[config.mk]
export PLATFORM = sky130hd
export DESIGN_NAME = rx5b_decoder
export DESIGN_NICKNAME = d
export VERILOG_FILES = /design/src/rtl/rx5b_pkg.sv /design/src/rtl/rx5b_align.sv /design/src/rtl/rx5b_code_lut.sv /design/src/rtl/rx5b_fc_cnt.sv /design/src/rtl/rx5b_decoder.sv
export SDC_FILE = /design/constraint.sdc
export NUM_CORES = 1
export LEC_CHECK = 0
export ABC_AREA = 1
export BUFFER_PORTS_ARGS = -buffer_cell sky130_fd_sc_hd__buf_2
export CORE_MARGIN = 5
export CORE_UTILIZATION = 40
export DETAILED_ROUTE_END_ITERATION = 10
export RECOVER_POWER = 50
export SYNTH_ARGS = -nofsm -noshare
export SYNTH_HDL_FRONTEND = slang
export SYNTH_SLANG_ARGS = --single-unit
[constraint.sdc]
create_clock -name clk -period 1.6 [get_ports clk]
set_input_delay 0.08 -clock clk [delete_from_list [all_inputs] [get_ports clk]]
set_output_delay 0.08 -clock clk [all_outputs]
set_load 0.1 [all_outputs]
[src/rtl/rx5b_pkg.sv]
package rx5b_pkg;

  typedef enum logic [2:0] {
    CG_DATA,
    CG_IDLE,
    CG_SOS1,
    CG_SOS2,
    CG_EOS1,
    CG_EOS2,
    CG_BAD
  } cg_kind_t;

  typedef struct packed {
    cg_kind_t   kind;
    logic [3:0] nib;
  } cg_dec_t;

  typedef enum logic [2:0] {
    ST_HUNT,
    ST_FIRST,
    ST_SECOND,
    ST_DATA,
    ST_TAIL,
    ST_FALSE
  } rx_state_t;

  localparam logic [3:0] ERR_NIB = 4'b1110;
  localparam logic [3:0] PRE_NIB = 4'b0101;

  function automatic cg_dec_t decode_group(input logic [4:0] g);
    cg_dec_t d;
    d.kind = CG_DATA;
    d.nib  = 4'h0;
    case (g)
      5'b11110: d.nib = 4'h0;
      5'b01001: d.nib = 4'h1;
      5'b10100: d.nib = 4'h2;
      5'b10101: d.nib = 4'h3;
      5'b01010: d.nib = 4'h4;
      5'b01011: d.nib = 4'h5;
      5'b01110: d.nib = 4'h6;
      5'b01111: d.nib = 4'h7;
      5'b10010: d.nib = 4'h8;
      5'b10011: d.nib = 4'h9;
      5'b10110: d.nib = 4'hA;
      5'b10111: d.nib = 4'hB;
      5'b11010: d.nib = 4'hC;
      5'b11011: d.nib = 4'hD;
      5'b11100: d.nib = 4'hE;
      5'b11101: d.nib = 4'hF;
      5'b11111: d.kind = CG_IDLE;
      5'b11000: d.kind = CG_SOS1;
      5'b10001: d.kind = CG_SOS2;
      5'b01101: d.kind = CG_EOS1;
      5'b00111: d.kind = CG_EOS2;
      default:  d.kind = CG_BAD;
    endcase
    return d;
  endfunction

endpackage

[src/rtl/rx5b_align.sv]
module rx5b_align #(
  parameter int IDLE_LEAD = 10
) (
  input  logic       clk,
  input  logic       rst,
  input  logic       clr,
  input  logic       bit_in,
  input  logic       bit_vld,
  input  logic       hunt,
  input  logic       rearm,
  output logic       start,
  output logic       grp_done,
  output logic [4:0] grp
);
  localparam int OW = $clog2(IDLE_LEAD + 1);
  localparam logic [OW-1:0] LEAD = OW'(IDLE_LEAD);

  logic [OW-1:0] ones_q;
  logic [3:0]    sh_q;
  logic [2:0]    cnt_q;
  logic          armed;

  assign armed    = (ones_q == LEAD);
  assign start    = bit_vld && hunt && !bit_in && armed;
  assign grp_done = bit_vld && !hunt && (cnt_q == 3'd4);
  assign grp      = {sh_q, bit_in};

  always_ff @(posedge clk) begin
    if (rst || clr) begin
      ones_q <= '0;
      sh_q   <= '0;
      cnt_q  <= '0;
    end else begin
      if (rearm) begin
        ones_q <= LEAD;
      end else if (!hunt) begin
        ones_q <= '0;
      end else if (bit_vld) begin
        if (bit_in) ones_q <= armed ? ones_q : ones_q + 1'b1;
        else        ones_q <= '0;
      end

      if (bit_vld) begin
        if (hunt) begin
          if (start) begin
            sh_q  <= 4'b0110;
            cnt_q <= 3'd3;
          end
        end else begin
          sh_q  <= {sh_q[2:0], bit_in};
          cnt_q <= (cnt_q == 3'd4) ? 3'd0 : cnt_q + 1'b1;
        end
      end
    end
  end
endmodule

[src/rtl/rx5b_code_lut.sv]
module rx5b_code_lut
  import rx5b_pkg::*;
(
  input  logic [4:0] grp,
  output cg_kind_t   kind,
  output logic [3:0] nib
);
  cg_dec_t d;
  always_comb begin
    d    = decode_group(grp);
    kind = d.kind;
    nib  = d.nib;
  end
endmodule

[src/rtl/rx5b_fc_cnt.sv]
module rx5b_fc_cnt #(
  parameter int W = 16
) (
  input  logic         clk,
  input  logic         rst,
  input  logic         inc,
  output logic [W-1:0] count
);
  localparam logic [W-1:0] TOP = '1;

  always_ff @(posedge clk) begin
    if (rst)                     count <= '0;
    else if (inc && count != TOP) count <= count + 1'b1;
  end
endmodule

[src/rtl/rx5b_decoder.sv]
module rx5b_decoder
  import rx5b_pkg::*;
#(
  parameter int IDLE_LEAD = 10,
  parameter int FC_W      = 16
) (
  input  logic            clk,
  input  logic            rst,
  input  logic            link_up,
  input  logic            bit_in,
  input  logic            bit_vld,
  output logic [3:0]      rxd,
  output logic            rx_dv,
  output logic            rx_er,
  output logic            crs,
  output logic            fc_pulse,
  output logic [FC_W-1:0] fc_count
);
  rx_state_t  state_q;
  logic       prev_idle_q;
  logic       start, grp_done, rearm, fc_hit;
  logic [4:0] grp;
  cg_kind_t   kind;
  logic [3:0] nib;

  rx5b_align #(.IDLE_LEAD(IDLE_LEAD)) align_i (
    .clk(clk), .rst(rst), .clr(!link_up),
    .bit_in(bit_in), .bit_vld(bit_vld),
    .hunt(state_q == ST_HUNT), .rearm(rearm),
    .start(start), .grp_done(grp_done), .grp(grp)
  );

  rx5b_code_lut lut_i (.grp(grp), .kind(kind), .nib(nib));

  // end of stream on a second consecutive idle group
  assign rearm = link_up && grp_done && prev_idle_q && (kind == CG_IDLE) &&
                 (state_q == ST_DATA || state_q == ST_FALSE);

  // false carrier raised on the first or second start group
  assign fc_hit = link_up && grp_done &&
                  ((state_q == ST_FIRST  && kind != CG_SOS1) ||
                   (state_q == ST_SECOND && kind != CG_SOS2));

  rx5b_fc_cnt #(.W(FC_W)) cnt_i (.clk(clk), .rst(rst), .inc(fc_hit), .count(fc_count));

  always_ff @(posedge clk) begin
    if (rst || !link_up) begin
      state_q     <= ST_HUNT;
      prev_idle_q <= 1'b0;
      rxd         <= 4'h0;
      rx_dv       <= 1'b0;
      rx_er       <= 1'b0;
      crs         <= 1'b0;
      fc_pulse    <= 1'b0;
    end else begin
      fc_pulse <= fc_hit;
      if (start) state_q <= ST_FIRST;
      if (grp_done) begin
        case (state_q)
          ST_FIRST: begin
            crs         <= 1'b1;
            prev_idle_q <= 1'b0;
            if (kind == CG_SOS1) begin
              rxd     <= PRE_NIB;
              state_q <= ST_SECOND;
            end else begin
              rxd     <= ERR_NIB;
              rx_er   <= 1'b1;
              state_q <= ST_FALSE;
            end
          end
          ST_SECOND: begin
            if (kind == CG_SOS2) begin
              rxd     <= PRE_NIB;
              rx_dv   <= 1'b1;
              state_q <= ST_DATA;
            end else begin
              rxd     <= ERR_NIB;
              rx_er   <= 1'b1;
              state_q <= ST_FALSE;
            end
          end
          ST_DATA: begin
            prev_idle_q <= (kind == CG_IDLE);
            if (rearm) begin
              rxd <= 4'h0; rx_dv <= 1'b0; rx_er <= 1'b0; crs <= 1'b0;
              state_q <= ST_HUNT;
            end else if (kind == CG_DATA) begin
              rxd   <= nib;
              rx_er <= 1'b0;
            end else if (kind == CG_EOS1) begin
              rxd <= 4'h0; rx_dv <= 1'b0; rx_er <= 1'b0; crs <= 1'b0;
              state_q <= ST_TAIL;
            end else begin
              rxd   <= ERR_NIB;
              rx_er <= 1'b1;
            end
          end
          ST_TAIL: state_q <= ST_HUNT;
          ST_FALSE: begin
            prev_idle_q <= (kind == CG_IDLE);
            if (rearm) begin
              rxd <= 4'h0; rx_er <= 1'b0; crs <= 1'b0;
              state_q <= ST_HUNT;
            end else begin
              rxd   <= ERR_NIB;
              rx_er <= 1'b1;
            end
          end
          default: state_q <= ST_HUNT;
        endcase
      end
    end
  end
endmodule

; Word-level counts from Yosys, hierarchy flattened
; Cells that the tools add are included.
[classes]
bitwise_logic = 1
n_addsub = 3
n_eq_ne = 44
muxes = 43
reduce_logical = 36
[ops]
columns = operator, n
row1 = $eq A5 B5 Y1 const B, 14
row2 = $pmux W4 S15, 1
row3 = $mux W4, 13
row4 = $mux W3, 11
row5 = $eq A5 B4 Y1 const B, 6
row6 = $pmux W3 S6, 1
row7 = $add A16 B1 Y16 const B, 1
row8 = $ne A16 B16 Y1 const B, 1
row9 = $pmux W4 S4, 1
row10 = $reduce_or A16 Y1, 1
row11 = $logic_and A1 B1 Y1, 13
row12 = $eq A3 B2 Y1 const B, 4
row13 = $pmux W3 S4, 1
row14 = $mux W1, 11
row15 = $reduce_and A2 Y1, 5
row16 = $reduce_and A5 Y1, 2
row17 = $eq A3 B3 Y1 const B, 3
row18 = $ne A3 B2 Y1 const B, 3
row19 = $ne A2 B2 Y1 const B, 4
row20 = $eq A3 B1 Y1 const B, 2
row21 = $logic_not A3 Y1, 2
row22 = $eq A5 B3 Y1 const B, 1
row23 = $add A4 B1 Y4 const B, 1
row24 = $eq A4 B4 Y1 const B, 1
row25 = other kinds (17), 24
[totals]
input_bits = 5
register_bits = 39
word_cells = 139
out_inout_bits = 24

; Depth between registers and ports, before layout
[logic_depth]
depth_word = 11
depth_mapped = 13
ltp_nobuf = 13

; Modules after synthesis
; A second synthesis with hierarchy kept.
[unflattened]
hier_cells = 448
area_unflattened_um2 = 2706.3
[modules_own_cells]
columns = module, n_inst, cells_per_inst, area_per_inst_um2, seq_area_each_um2
row1 = rx5b_fc_cnt, 1, 158, 973.4, 320.3
row2 = rx5b_decoder, 1, 136, 798.3, 240.2
row3 = rx5b_align, 1, 103, 688.2, 220.2
row4 = rx5b_code_lut, 1, 51, 246.5, 0.0

; Least setup slack after synthesis
; OpenSTA, ideal clock, no wires.
[synth_path]
kind = flip-flop to flip-flop
start = register cnt_i.count[0]
end = register cnt_i.count[2]
slack_ps = -783
t_arrival_ps = 2265
setup_ps = 118
path_stages_with_launch = 10
n_path_buf = 1
required_ps = 1482
synth_period_minus_slack_ps = 2383
cell_sequence = dfxtp_1 > ha_1 > nand3_1 > nor2_1 > nand3b_1 > nand2_4 > inv_4 > buf_6 > a21oi_1 > nor2_1
[synth_via]
elab_chain_len = 2
elab_cells_between_ends = 3
cone_classes = add/sub: 1 / eq/ne: 1 / reduce/logical: 1
[synth_rtl]
columns = item, line
row1 = start: declaration, rx5b_fc_cnt.sv:7  ; output logic [W-1:0] count
row2 = start signal: assignment, rx5b_fc_cnt.sv:13  ; else if (inc && count != TOP) count <= count + 1'b1;
row3 = branches (longest 2 deep; another with $add A16 B1 Y16), --
; Parallel ways; which one is timed is not known.
; A chain may end at the register's enable or synchronous reset.

; Final worst setup path
[layout_path]
start = register align_i.cnt_q[1]
end = register cnt_i.count[8]
[layout_via]
elab_chain_len = 5
[layout_rtl]
columns = item, line
row1 = start: declaration, rx5b_align.sv:20  ; logic [2:0] cnt_q;
row2 = start signal: assignment, rx5b_align.sv:51  ; cnt_q <= (cnt_q == 3'd4) ? 3'd0 : cnt_q + 1'b1;
row3 = $eq A3 B3 Y1, rx5b_align.sv:25  ; assign grp_done = bit_vld && !hunt && (cnt_q == 3'd4);
row4 = $logic_and A1 B1 Y1, rx5b_align.sv:25
row5 = $logic_and A1 B1 Y1 (2 in a row), rx5b_decoder.sv:40  ; assign fc_hit = link_up && grp_done &&
row6 = $logic_and A1 B1 Y1, rx5b_fc_cnt.sv:13
; No other way between the ends.

==> key figures <==
Timing
  – WHS: 0.107 ns
  – Worst max-slew margin expressed relative to the limit: 63.8%
  – Portion of the clock cycle consumed by the worst path in the final layout: 100%
  – Max frequency: 625 MHz
  – Shortest clock period the worst path allows after layout: 1.60 ns
  – Finish-stage setup viols: 1
  – Final worst slack: -0.000580 ns
  – Setup repair after global routing missed its margin: yes
  – Number of pins exceeding their max-slew limit in the final report: 0
  – Final hold vios: 0
  – Setup Skew: 0.00899 ns
  – Measured slew at the worst slew-check pin: 0.546 ns

Cells and area
  – Number of nets in the layout: 433
  – Layout overhead on the synthesized area: 32.2%
  – Non-filler instance count after layout: 499
  – Inserted Diodes: 0
  – Post-route core utilization: 53.6%
  – Fin area: 0.00312 mm²
  – Layout cell share with drive strength beyond 1: 31.6%

Pwr
  – Fraction of power spent switching nets: 20.3%
  – Seq pwr share: 47.7%
  – Power density over the cells: 643 mW/mm²
  – Clk network pwr share: 49.2%
  – Cell Int Power: 0.00160 W
  – Fraction of power consumed by combinational cells: 3.1%
  – Worst VDD drop: 0.559 mV
  – Net Switching: 0.000407 W
  – P_leak: 1.32 nW

Drt
  – Via-to-Cell Ratio: 4.96
  – Via count of the routed design: 2476
  – Detailed Route Iter0 Violations: 100
  – Drc violations: 0
  – Routed wirelength normalized by instance count: 12.4 µm
  – Router iterations before antenna repair: 5
  – Count of antenna-violating nets left after detailed routing: 0
  – Total wirelength of the detailed-routed design: 6190 µm

Synthesis
  – Top flip-flop cell by instance count after synthesis: sky130_fd_sc_hd__dfxtp_1
  – Ys async rst share: 0%
  – Synthesized instance count: 365
  – Fraction of post-synthesis cell area in the top cell type by area: 33.1%
  – Count of yosys warnings during synthesis: 0
  – Seq/Total Area, Yosys: 33.1%
  – Most repeated cell in the gate-level netlist after synthesis: sky130_fd_sc_hd__nand2_1
  – Avg Inst Size Synth: 6.45 µm²
  – Number of distinct standard cells referenced by the synthesized netlist: 31
  – Biggest area contributors in the synthesized netlist: sky130_fd_sc_hd__dfxtp_1 33%, sky130_fd_sc_hd__nand2_1 15%, sky130_fd_sc_hd__inv_1 7.8%
  – Number of flip-flops and latches in the synthesized netlist: 39
  – Leading area contributor after synthesis: sky130_fd_sc_hd__dfxtp_1
  – Net count after synthesis: 375
  – Number of enable-type register cells in the synthesized netlist: 0
  – Netlist area before placement: 0.00236 mm²
  – Post-synth top cells: 97 x sky130_fd_sc_hd__nand2_1, 49 x sky130_fd_sc_hd__inv_1, 42 x sky130_fd_sc_hd__nor2_1, 39 x sky130_fd_sc_hd__dfxtp_1, 34 x sky130_fd_sc_hd__a21oi_1

Setup path
  – Crit Path Class: reg2reg
  – Required time worst endpoint: 1.78 ns
  – Setup slack of the worst register-to-register path: -0.0006 ns
  – Crit end category: register
  – Worst EP arrival: 1.78 ns
  – Beginning of the worst register-to-register path: align_i.cnt_q[1]
  – Terminus of the critical flop-to-flop path: cnt_i.count[8]
  – Critical Path Source Type: register
  – R2R depth: 10
  – Worst Path Max Fanout: 8

Placement
  – Quantity of I/O buffers inserted on ports: 28
  – Routability cong.: 0.858
  – Post-DP HPWL: 4460 µm
  – Placement Cell Area: 0.00279 mm²
  – Post-placement cell count: 482

Floorplan
  – Die X-Extent: 86.7 µm
  – Starting density of the core: 40.5%
  – Area of the placeable core: 0.00582 mm²
  – Number of primary I/O pins: 29
  – Floorplan row count: 28
  – Die outline height: 86.7 µm
  – Total die area: 0.00752 mm²

Clock network
  – Number of clock buffers inserted by TritonCTS: 5
  – Register clock-pin slew on the reported worst setup and hold paths: 0.08 ns
  – Clock Tree Buf Depth: 2
  – Clk Tree Root Cell: sky130_fd_sc_hd__clkbuf_8
  – Count of clock tree sinks: 39
  – Clock tree from TritonCTS: built
  – Clock Latency Late Sink: 0.29 ns
  – Depth of the CTS H-tree: 2

Run
  – Max-cap viol count: 0

Global routing
  – Vias in the first global route: 2280
  – Global route overflow: 0
  – Pin count of the biggest net entering global routing: 20
  – Global Route Usage Sum: 16.3%
  – First-pass GRT wire length: 9920 µm
  – Number of antenna violations at the first check in global routing: 0

Outcome
  – Failing checks: negative setup slack
  – Run status: finished with violations

Worst hold path
  – Hold Path Class: in2reg
  – Beginning of the worst hold path: bit_in
  – Hold depth: 3
  – Endpoint with the worst hold slack: align_i.sh_q[0]
-- area by class of cell --
cell class / count / area (µm²)
clock buffer: 6 / 72.6
sequential: 39 / 836
clock inverter: 2 / 60.1
timing repair buffer: 55 / 350
fill: 576 / 2700
inverter: 51 / 204
multi-input combinational: 269 / 1480
tap: 75 / 93.8
timing repair inverter: 2 / 17.5
-- layout by cell type (no fill, tap or decap), drive strengths merged --
cell	synthesis	layout
a211oi	1	1
a21oi	37	37
a31oi	3	3
and2	1	1
buf	4	36
bufinv	0	2
clkbuf	3	25
clkinv	0	1
dfxtp	39	39
ha	5	5
inv	51	52
nand2	102	103
nand3	30	30
nand3b	5	5
nand4	7	7
nor2	45	45
nor3	7	7
nor3b	1	1
o21ai	10	10
o221ai	3	3
or2	1	1
xnor2	5	5
xor2	5	5
-- per-layer routing --
metal | track usage (%) | share of wire (%) | vias to the layer above
met1 | 20.2 | 45 | 1139
met4 | 6.37 | 1.9 | 0
li1 | - | - | 1290
met3 | 3.23 | 2.9 | 11
met2 | 27.8 | 50 | 36
met5 | 0 | 0 | -
-- logic make-up (layout without fill, tap and decap cells) --
| logic type | after synthesis | in the layout | share of synthesized area (%) |
|---|---|---|---|
| AOI/OAI and AO/OA | 54 | 54 | 13.0 |
| xor gates and xnor gates | 10 | 10 | 3.72 |
| adders and majority gates | 5 | 5 | 2.66 |
| buffers and inverters | 58 | 116 | 10.2 |
| DFF | 39 | 39 | 33.1 |
| and+or+nand+nor | 199 | 200 | 37.3 |
-- how the worst max path moves through the flow --
stage	start	endpoint	slack, ns
finish	align_i.cnt_q[1]	cnt_i.count[8]	-0.0006
global route	align_i.cnt_q[1]	cnt_i.count[8]	-0.09
CTS	align_i.cnt_q[1]	rx_er	0.0006
detailed placement	align_i.cnt_q[1]	cnt_i.count[7]	-0.0005
global placement	align_i.cnt_q[1]	rx_er	0.04
floorplan	cnt_i.count[8]	cnt_i.count[2]	-0.02
-- state kept, by name, indices dropped and copies added (netlist names) --
register and cells:
cnt_i.count 16, crs 1, align_i.ones_q 4, prev_idle_q 1, state_q 3, rxd 4
fc_pulse 1, align_i.sh_q 4, rx_dv 1, align_i.cnt_q 3, rx_er 1
-- what timing repair did --
item                                    4_1_cts  5_1_grt
cloned                                        0        3
hold endpoints to repair                      0        0
pin swaps                                     0        5
buffers inserted                              0        6
gates resized for setup                       1       42
hold buffers                                  0        0
endpoints found under the setup margin        1       29
-- worst max-delay path, stage by stage (launching register included) --
cell	delay, ns
sky130_fd_sc_hd__dfxtp_2	0.34
sky130_fd_sc_hd__inv_2	0.07
sky130_fd_sc_hd__ha_4	0.13
sky130_fd_sc_hd__nand2_2	0.06
sky130_fd_sc_hd__inv_2	0.06
sky130_fd_sc_hd__nand4_1	0.16
sky130_fd_sc_hd__a21oi_4	0.25
sky130_fd_sc_hd__nand2_8	0.13
sky130_fd_sc_hd__buf_8	0.17
sky130_fd_sc_hd__nand2_2	0.07
sky130_fd_sc_hd__a21oi_1	0.06
-- power groups by stage --
stage                     clock network [W]  registers, W  logic (W)
final                              0.000987      0.000956  0.0000616
after global routing                0.00106      0.000956  0.0000685
after CTS                           0.00101      0.000956  0.0000600
after detailed placement                  0      0.000979  0.0000598
after global placement                    0      0.000979  0.0000597
after floorplan                           0      0.000978  0.0000323
-- per-stage QoR --
step | setup WS (ns) | setup TNS [ns] | total power (W)
after global routing | -0.0940 | -1.02 | 0.00209
after global placement | 0.0441 | 0 | 0.00104
after CTS | 0.000574 | 0 | 0.00203
after floorplan | -0.0249 | -0.0249 | 0.00101
final | -0.000580 | -0.000580 | 0.00200
after detailed placement | -0.000537 | -0.000537 | 0.00104
Power figures use the tool's default switching activity.
